==> src/rtl/dcirc_codec.sv <==
module dcirc_codec #(
  parameter int K = 6,
  parameter logic [K-1:0] ROW = 6'b011111,
  localparam int N = 2 * K
) (
  input  logic [K-1:0] enc_msg_i,
  output logic [N-1:0] enc_code_o,
  input  logic [N-1:0] dec_word_i,
  output logic [K-1:0] dec_msg_o,
  output logic         dec_corrected_o,
  output logic         dec_uncorr_o
);

  function automatic logic [K-1:0] rotl(input logic [K-1:0] v, input int s);
    logic [N-1:0] t;
    t = {v, v} >> (K - s);
    return t[K-1:0];
  endfunction

  function automatic logic [K-1:0] parity_of(input logic [K-1:0] m);
    logic [K-1:0] p;
    p = '0;
    for (int i = 0; i < K; i++)
      if (m[i]) p = p ^ rotl(ROW, i);
    return p;
  endfunction

  logic [K-1:0] rx_msg, rx_par, syn, hit;
  logic         par_err;

  assign enc_code_o = {enc_msg_i, parity_of(enc_msg_i)};

  assign rx_msg = dec_word_i[N-1:K];
  assign rx_par = dec_word_i[K-1:0];
  assign syn    = rx_par ^ parity_of(rx_msg);

  for (genvar gi = 0; gi < K; gi++) begin : g_match
    assign hit[gi] = (syn == rotl(ROW, gi));
  end

  assign par_err         = $onehot(syn);
  assign dec_msg_o       = rx_msg ^ hit;
  assign dec_corrected_o = par_err | (|hit);
  assign dec_uncorr_o    = (|syn) & ~dec_corrected_o;

endmodule

==> config.mk <==
export PLATFORM = sky130hd
export DESIGN_NAME = dcirc_codec
export DESIGN_NICKNAME = d
export VERILOG_FILES = /design/src/rtl/dcirc_codec.sv
export SDC_FILE = /design/constraint.sdc
export NUM_CORES = 1
export LEC_CHECK = 0
export BUFFER_PORTS_ARGS = -buffer_cell sky130_fd_sc_hd__buf_2
export CORE_AREA = 2 2 51 53
export DETAILED_ROUTE_END_ITERATION = 16
export DIE_AREA = 0 0 53 55
export REMOVE_ABC_BUFFERS = 1
export SLEW_MARGIN = 20
export SYNTH_ARGS = -nofsm -noshare
export SYNTH_HDL_FRONTEND = slang
export SYNTH_SLANG_ARGS = --single-unit
==> constraint.sdc <==
create_clock -name vclk -period 4
set_input_delay 0.6 -clock vclk [all_inputs]
set_output_delay 0.6 -clock vclk [all_outputs]
set_load 0.1 [all_outputs]
-- After elaboration in Yosys (flattened, before gate mapping)
Index checks and enable logic that the tools add are counted.
- add/sub/neg operators: 5
- bitwise logic cells: 15
- muxes and demuxes: 12
- equality and inequality tests: 7
- reductions and logical operators: 2
- operators by type and width (operator ; number):
    6-bit 2-to-1 mux ; 10
    5-bit inverter ; 10
    6-bit equality test (second input constant) ; 5
    6-bit OR reduction ; 2
    6-bit XOR ; 2
    5-bit 2-to-1 mux ; 2
    1-bit by 1-bit adder with 2-bit output ; 3
    6-bit by 5-bit equality test with 1-bit output (second input constant) ; 1
    2-bit by 2-bit adder with 3-bit output ; 1
    3-bit by 2-bit adder with 3-bit output ; 1
    3-bit by 1-bit equality test with 1-bit output (second input constant) ; 1
    1-bit AND ; 1
    1-bit inverter ; 1
    1-bit OR ; 1
- input bits: 18
- logic and storage cells: 41
- register bits: 0

-- Logic depth before layout (Yosys ltp)
Gate-level depths: netlist of the first run.
- word-level depth: 19
- depth in mapped cells: 12
- mapped depth without buffers: 12

-- Least setup slack after synthesis of the first run
No wires, ideal clock.
- kind: input to output
- from: in dec_word_i[7]
- to: out dec_uncorr_o
- data arrival time: 5.404 ns
- path buffers: 1
- path slack: -2.004 ns
- cell stages on the path: 11
- cells stage by stage: buf_2 xnor3_2 xor3_2 fa_1 fa_1 ha_1 fa_1 nor2_1 nand2_1 o21ai_1 nor3_1
- word-level cells in the longest chain between the ends: 16
- elaborated cells between the ends (all ways): 27
- ends and longest elaborated chain (what ; line ; source):
    start: declaration ; 8 ; input logic [N-1:0] dec_word_i,
    6-bit 2-to-1 mux * (2 in a row) ; 24 ; if (m[i]) p = p ^ rotl(ROW, i);
    5-bit inverter (no source line) / 6-bit 2-to-1 mux (equally long branches) ; - ;
    6-bit 2-to-1 mux * ; 24 ;
    5-bit inverter (no source line) / 6-bit 2-to-1 mux (equally long branches) ; - ;
    6-bit 2-to-1 mux * ; 24 ;
    5-bit inverter (no source line) / 6-bit 2-to-1 mux (equally long branches) ; - ;
    6-bit 2-to-1 mux * ; 24 ;
    6-bit XOR * ; 35 ; assign syn = rx_par ^ parity_of(rx_msg);
    1-bit by 1-bit adder with 2-bit output (not written as such) / 6-bit XOR (equally long branches) ; 41, 35 ;
    2-bit by 2-bit adder with 3-bit output (not written as such) / 1-bit by 1-bit adder with 2-bit output (equally long branches) ; 41 ; assign par_err = $onehot(syn);
    3-bit by 2-bit adder with 3-bit output (not written as such) ; 41 ;
    3-bit by 1-bit equality test with 1-bit output ; 41 ;
    1-bit OR ; 43 ; assign dec_corrected_o = par_err | (|hit);
    1-bit inverter ; 44 ; assign dec_uncorr_o = (|syn) & ~dec_corrected_o;
    1-bit AND * ; 44 ;
    end: declaration ; 11 ; output logic dec_uncorr_o
Every way passes the cells marked *; elsewhere a longest branch is shown, timed or not.

-- Worst setup path in the final report of the first run
- from: in dec_word_i[6]
- to: out dec_uncorr_o
- word-level cells in the longest chain between the ends: 18
- elaborated cells between the ends (all ways): 29
- ends and longest elaborated chain (what ; line):
    5-bit 2-to-1 mux * ; 24
    6-bit 2-to-1 mux * ; 24
    5-bit inverter (no source line) / 6-bit 2-to-1 mux (equally long branches) ; -
    6-bit 2-to-1 mux * ; 24
    5-bit inverter (no source line) / 6-bit 2-to-1 mux (equally long branches) ; -
    6-bit 2-to-1 mux * ; 24
    5-bit inverter (no source line) / 6-bit 2-to-1 mux (equally long branches) ; -
    6-bit 2-to-1 mux * ; 24
    (+2 left out) ; -
    6-bit XOR * ; 35
    1-bit by 1-bit adder with 2-bit output (not written as such) ; 41
    2-bit by 2-bit adder with 3-bit output (not written as such) ; 41
    3-bit by 2-bit adder with 3-bit output (not written as such) ; 41
    3-bit by 1-bit equality test with 1-bit output ; 41
    1-bit OR ; 43
    1-bit inverter ; 44
    1-bit AND * ; 44
Marks and branches as above.

==> results.cfg, run 1 <==
[outcome]
status = complete, but fails checks
violations = setup timing

[route]
via_per_inst = 4.59
drtIter0Drc = 4
via_count = 781
post_drt_wl_per_cell_um = 12.7
dr.pass1.iters = 4
remaining_drc_errors = 0
antenna_left = 0
wirelength_um = 2160

[setup_path]
path_common_cell = fa_1
critPathLaunchType = input pin
slowest_stage = fa_1
cp.required_ns = 3.40
cp.arrival_ns = 3.72
end_kind = output pin
path_cells = buf_8 -> xnor3_2 -> xor3_2 -> fa_1 -> fa_1 -> ha_2 -> fa_1 -> nor2_1 -> nand2_1 -> o21ai_2 -> nor3_2 -> buf_4 -> buf_12
crit_family = adder cells
cp_max_fo = 2
cp_num_buf_inv = 3
max_stage_delay_ns = 0.58
critPathKind = in2out

[clock_network]
hold_buffers = 0

[placement]
placed_cells = 164
portBuffers = 38
dp_hpwl_um = 1780
gp_congestion = 0.850
place_ws_ns = -0.482

[power]
switchingPower_w = 0.000673
clock_power_share_pct = 0
sw_frac_of_total_pct = 64.0
p_per_area_mw_per_mm2 = 801
ir_worst_vdd_uv = 467
p_int_w = 0.000378
leakagePower_nw = 0.618
power.share.sequential_pct = 0
power_frac_comb_pct = 100.0

[timing]
whs_ns = 1.61
relSlewSlack_pct = 67.6
fmax_ghz = 0.231
fin_ws_ns = -0.322
finalMaxSlewViolations = 0
hold_viol = 0
final.min_clock_period_ns = 4.32
rsz0062_at_grt = yes
fin_crit_sh_pct = 108
setup_viol = 2
tightest_slew_ns = 0.490

[cells_and_area]
drive_gt1_share_pct = 59.3
clockBufferCount = 0
flops_and_latches = 0
nets = 168
area_delta_synth_final_pct = 67.6
post_layout_nonfiller_instances = 170
antenna_cells = 0
register_area_sq_um = 0

[synth]
synthTopCellsByArea = xnor2_1, xor2_1, xnor3_2, ha_1, fa_1
synth.area.mux_share_pct = 0
yosysUniqueCellTypes = 25
synth_fa_ha_area_share_pct = 15.7
synth_common_cells = xnor2_1, xor2_1, buf_4
yosysMostFrequentCell = xnor2_1
synth_compound_area_share_pct = 4.31
synth_top_family_by_area = XOR/XNOR gates
synth-seq-area-share_pct = 0
synth_top_area_share_pct = 29.1
synth_xor_xnor_area_share_pct = 56.5
synth_area_per_cell_sq_um = 9.44
netlist_area_sq_um = 783
synthSimpleGateAreaFrac_pct = 15.2
syn_inst = 83
yosysTopAreaCell = xnor2_1
yosysWarnings = 0

[grt]
grt.met3_usage_pct = 1.34
grt_pass1_wl_um = 3360
use_met1_pct = 18.3
grt_pass1_vias = 768
antenna_found_initial = 0
grt_use_total_pct = 16.0
grt_overflow = 0
grt_util_met2_pct = 31.3
grt_max_degree = 8
busiest_layer = met2

[die]
core_area_sq_mm = 0.00236
start_util_pct = 33.1
core.rowCount = 18
ios = 38
die_w_um = 53
die_area_sq_mm = 0.00292
die_y_um = 55

[min_path]
min_path_type = in2out

[job]
maxCapViolCount = 0
==> path summary, 6_finish.rpt <==
| kind | from | endpoint | depth (start not counted) |
|---|---|---|---|
| worst max-delay path | dec_word_i[6] | dec_uncorr_o | 13 |
| worst min-delay path | enc_msg_i[0] | enc_code_o[6] | 2 |
==> layout make-up <==
class              count  area, sq um
fillers              205         1050
multi-input cells     72          808
repair buffers        64          452
well taps             30         37.5
inverters              4         15.0
==> timing repair <==
action | 4_1_cts | 5_1_grt
buffers inserted | 5 | 1
endpoints found under the setup margin | 2 | 2
gates resized for setup | 15 | 7
pin swaps | 16 | 3
==> power groups by stage <==
stage / sequential, W / clock (W) / combinational (W)
floorplan: 0 / 0 / 0.000640
CTS: 0 / 0 / 0.00103
finish: 0 / 0 / 0.00105
detailed placement: 0 / 0 / 0.00100
global route: 0 / 0 / 0.00111
global placement: 0 / 0 / 0.000990
==> kinds of logic after synthesis <==
logic type | count (synthesis)
AOI/OAI and AO/OA | 4
xor gates and xnor gates | 41
adders and majority gates | 8
buffers and inverters | 11
and+or+nand+nor | 19
==> cell usage in the layout, fill, tap and decap left out, types with 2 or more instances in the layout <==
cell     count
xnor2_2      2
nand2_1      4
inv_1        4
ha_1         4
nor3_1       2
nand4_1      2
nand3_1      2
buf_6        5
xnor2_1     23
xnor3_2      3
buf_12       2
xnor2_4      2
xor2_2       2
buf_2       32
or3_1        2
buf_4       24
fa_1         3
nor3b_2      2
xor2_1       6
==> per-layer routing <==
metal	routed length (um)	part of all wire, %
met1	814	38
met2	1130	52
met3	159	7.4
met4	54	2.5
met5	0	0
==> through the flow <==
step | util [%] | setup TNS (ns) | instance area [sq um] | power (W)
2_1_floorplan | - | -2.95 | 733 | 0.000640
3_3_place_gp | 48.3 | -0.772 | 1140 | 0.000990
3_5_place_dp | 48.3 | -0.900 | 1140 | 0.00100
4_1_cts | 52.9 | -0.624 | 1250 | 0.00103
5_1_grt | 55.5 | -0.916 | 1310 | 0.00111
6_report | 55.5 | -0.642 | 1310 | 0.00105
Power figures use the tool's default switching activity.
==> inputs of run 2 (changes only) <==
--- a/config.mk
+++ b/config.mk
@@ -5,7 +5,7 @@
 export SDC_FILE = /design/constraint.sdc
 export NUM_CORES = 1
 export LEC_CHECK = 0
-export BUFFER_PORTS_ARGS = -buffer_cell sky130_fd_sc_hd__buf_2
+export BUFFER_PORTS_ARGS = -buffer_cell sky130_fd_sc_hd__buf_4
 export CORE_AREA = 2 2 51 53
 export DETAILED_ROUTE_END_ITERATION = 16
 export DIE_AREA = 0 0 53 55
==> run 2 against run 1 <==
The run still ends with setup timing left; wire length decreased by 1.6%; final cell count unchanged; first-iteration DRC count is 100% lower; die area unchanged; flip-flop and latch count unchanged; sequential share of layout area unchanged; critical endpoint is now dec_corrected_o.
==> results.cfg, run 2 (synthesis results as in run 1) <==
[setup_path]
cp.arrival_ns = 3.68
cp.required_ns = 3.40
max_stage_delay_ns = 0.58
slowest_stage = fa_1
critPathKind = in2out
path_common_cell = fa_1
path_cells = buf_6 -> xnor3_2 -> xor3_2 -> fa_1 -> fa_1 -> ha_2 -> fa_1 -> nor2_1 -> nand2_1 -> o21ai_2 -> or2_1 -> buf_12
cp_max_fo = 2
critPathLaunchType = input pin
end_kind = output pin
critPathLaunch = dec_word_i[6]

[route]
dr.pass1.iters = 1
drtIter0Drc = 0
met3WireLength_um = 168
routed-wl-met2_um = 1190
via_count = 770
antenna_left = 0
remaining_drc_errors = 0
dr.max_layer_used = met4
via_per_inst = 4.53
wl_met1_um = 724
post_drt_wl_per_cell_um = 12.5
wirelength_um = 2130

[cells_and_area]
register_area_sq_um = 0
nets = 168
clockBufferCount = 0
antenna_cells = 0
flops_and_latches = 0
layout_commonest_cell = buf_4
drive_gt1_share_pct = 60.0
postLayoutCoreUtil_pct = 58.5
area_delta_synth_final_pct = 76.7
mostFrequentLayoutCells = buf_4, xnor2_1, xor2_1, buf_6

[timing]
final.min_clock_period_ns = 4.28
tightest_slew_ns = 0.323
relSlewSlack_pct = 78.4
fin_crit_sh_pct = 107
hold_viol = 0
fmax_ghz = 0.234
rsz0062_at_grt = yes
setup_viol = 2
fin_ws_ns = -0.279
finalMaxSlewViolations = 0
whs_ns = 1.55

[power]
switchingPower_w = 0.000664
p_int_w = 0.000340
sw_frac_of_total_pct = 66.1
leakagePower_nw = 0.646
p_per_area_mw_per_mm2 = 725
power.share.sequential_pct = 0
ir_worst_vdd_uv = 728
clock_power_share_pct = 0
total_power_w = 0.00100
power_frac_comb_pct = 100.0

[outcome]
violations = setup timing
status = complete, but fails checks

[die]
die_y_um = 55
die_area_sq_mm = 0.00292
start_util_pct = 33.1
core.rowCount = 18
core_area_sq_mm = 0.00236
ios = 38
die_w_um = 53

[placement]
place_ws_ns = -0.447
dp_hpwl_um = 1760
gp_congestion = 0.822
portBuffers = 38

[job]
maxCapViolCount = 0

[grt]
grt_overflow = 0
grt_pass1_wl_um = 3240
grt_max_degree = 8
antenna_found_initial = 0
grt_pass1_vias = 780
grt_use_total_pct = 15.0

[clock_network]
hold_buffers = 0

[min_path]
min_from = enc_msg_i[0]
min_path_type = in2out
==> run 2: metrics by stage <==
step                instance area, sq um  setup TNS (ns)  std cells
global route                        1380          -0.705        170
CTS                                 1320          -0.493        168
finish                              1380          -0.509        170
global placement                    1200          -0.786        163
floorplan                            733           -2.95         76
detailed placement                  1200          -0.851        163
==> run 2: per-layer routing <==
layer  vias up  GRT usage [%]
met1       350           15.7
li1        381              -
met4         0           2.99
met5         -              0
met2        35           32.1
met3         4           1.34
==> run 2: layout make-up <==
| class | count | area, sq um |
|---|---|---|
| Timing Repair Buffer | 64 | 515 |
| Inverter | 4 | 15.0 |
| Tap cell | 30 | 37.5 |
| Multi-Input combinational cell | 72 | 816 |
| Fill cell | 217 | 981 |
==> run 2: repair_timing <==
action	in CTS	in global routing
setup buffers	5	2
gates resized for setup	16	6
pin swaps	16	2
setup endpoints to repair	2	2
==> run 2: critical path: cells and delay by family <==
family	cells	cell delay (ns)
adders and majority gates	4	1.69
buffers and inverters	2	0.26
AOI/OAI and AO/OA	1	0.07
and+or+nand+nor	3	0.36
xor gates and xnor gates	2	0.70
==> run 2: power groups by stage <==
stage,registers [W],logic [W],clock network (W)
final,0,0.00100,0
after global routing,0,0.00106,0
after CTS,0,0.000985,0
after detailed placement,0,0.000890,0
after global placement,0,0.000887,0
after floorplan,0,0.000640,0
==> run 2: path summary, 6_finish.rpt <==
| kind | end | cells after the start |
|---|---|---|
| worst max-delay path | dec_corrected_o | 12 |
| worst min-delay path | enc_code_o[6] | 2 |
==> inputs of run 3 (changes only) <==
==> constraint.sdc (replaced) <==
create_clock -name vclk -period 3.65
set_input_delay 0.5475 -clock vclk [all_inputs]
set_output_delay 0.5475 -clock vclk [all_outputs]
set_load 0.1 [all_outputs]
==> run 3 against run 2 <==
The flow still finishes with violations (setup timing); utilization increased by 2.8 points; final cell count is 5.9% higher; cell area grew 4.7%; critical path depth up 2; wire length is 6.1% higher; highest routed layer unchanged; largest power group unchanged; sequential share of layout area stayed put; non-clock buffer count is 10 higher; flip-flop and latch count stayed put; critical path type unchanged.
==> results.cfg, run 3 (synthesis results as in run 1) <==
[placement]
portBuffers = 38
gp_congestion = 0.802
dpl-instance-area_sq_mm = 0.00122
dp_hpwl_um = 1770
place_ws_ns = -0.749

[grt]
grt_use_total_pct = 16.5
grt_overflow = 0
grt_pass1_wl_um = 3550
grt_pass1_vias = 808
grt_max_degree = 8
antenna_found_initial = 0

[route]
via_count = 811
remaining_drc_errors = 0
drtIter0Drc = 3
dr.pass1.iters = 4
wirelength_um = 2250
antenna_left = 0
via_per_inst = 4.51
post_drt_wl_per_cell_um = 12.5

[setup_path]
cp_max_fo = 2
critPathKind = in2out
end_kind = output pin
critPathLaunchType = input pin
cp.arrival_ns = 3.64
cp.required_ns = 3.10
critPathLaunch = dec_word_i[9]
crit_path_end = dec_corrected_o

[timing]
rsz0062_at_grt = yes
fin_ws_ns = -0.534
fmax_ghz = 0.239
finalMaxSlewViolations = 0
whs_ns = 1.45
relSlewSlack_pct = 78.3
setup_viol = 2
fin_crit_sh_pct = 115
tightest_slew_ns = 0.323
hold_viol = 0
final.min_clock_period_ns = 4.18

[die]
ios = 38
die_y_um = 55
core_area_sq_mm = 0.00236
core.rowCount = 18
die_w_um = 53
die_area_sq_mm = 0.00292
start_util_pct = 33.1

[min_path]
min_path_type = in2out

[cells_and_area]
clockBufferCount = 0
flops_and_latches = 0
multi_input_area_sq_um = 795
mostFrequentLayoutCells = buf_4, xnor2_1, xor2_1, buf_6
finalInstanceArea_sq_mm = 0.00145
nets = 178
fill_cells = 195
area_delta_synth_final_pct = 85.0
postLayoutCoreUtil_pct = 61.3
register_area_sq_um = 0
drive_gt1_share_pct = 61.3
layout_commonest_cell = buf_4
antenna_cells = 0

[outcome]
status = complete, but fails checks
violations = setup timing

[clock_network]
hold_buffers = 0

[power]
ir_worst_vdd_uv = 829
p_per_area_mw_per_mm2 = 805
leakagePower_nw = 0.684
total_power_w = 0.00117

[job]
maxCapViolCount = 0
-- run 3: cell types whose count changed in the layout (fill, tap and decap cells not counted) --
cell     delta
xor2_1      +1
ha_1        -1
buf_8       +1
buf_6       +1
xor2_4      -1
xnor2_1     +2
buf_4       +8
ha_4        +1
xnor2_2     -2
-- run 3: repair_timing --
item                       in CTS  in global routing
setup buffers                  16                  1
resized for setup              20                  3
setup endpoints to repair       2                  3
pin swaps                      14                  4
-- run 3: through the flow --
step | instances | setup TNS (ns)
after global placement | 166 | -1.27
final | 180 | -1.03
after detailed placement | 166 | -1.44
after floorplan | 76 | -4.78
after global routing | 180 | -1.28
after CTS | 182 | -1.10
-- run 3: power by group --
part	switching, W	total (W)	internal, W
Sequential	0	0	0
Clock	0	0	0
Combinational	0.000746	0.00117	0.000421
-- run 3: per-layer routing --
metal	vias to the layer above	share of wire, %	global-route usage [%]
li1	400	-	-
met1	365	37	18.6
met2	42	54	34.0
met3	4	7.1	0.806
met4	0	1.8	3.42
met5	-	0	0
-- run 3: worst max-delay path: stages --
cell	delay, ns
buf_8	0.11
xnor2_4	0.19
xor2_2	0.23
xnor2_1	0.17
inv_1	0.11
fa_1	0.57
fa_1	0.45
ha_2	0.21
fa_1	0.47
nor2_1	0.04
nand2_1	0.06
o21ai_2	0.06
or2_1	0.24
buf_12	0.17
-- run 3: worst min path at each step --
stage	from	endpoint	slack [ns]	cells after the start
final	enc_msg_i[4]	enc_code_o[10]	1.45	2
after global routing	enc_msg_i[1]	enc_code_o[7]	1.45	2
after CTS	enc_msg_i[4]	enc_code_o[10]	1.45	2
after detailed placement	enc_msg_i[4]	enc_code_o[10]	1.45	2
after global placement	enc_msg_i[0]	enc_code_o[6]	1.45	2
after floorplan	enc_msg_i[4]	enc_code_o[10]	1.10	0
-- run 3: area by class of cell --
cell class                      count  area share [%]
Tap cell                           30            2.59
Timing Repair Buffer               74            41.5
Inverter                            4            1.04
Multi-Input combinational cell     72            54.8
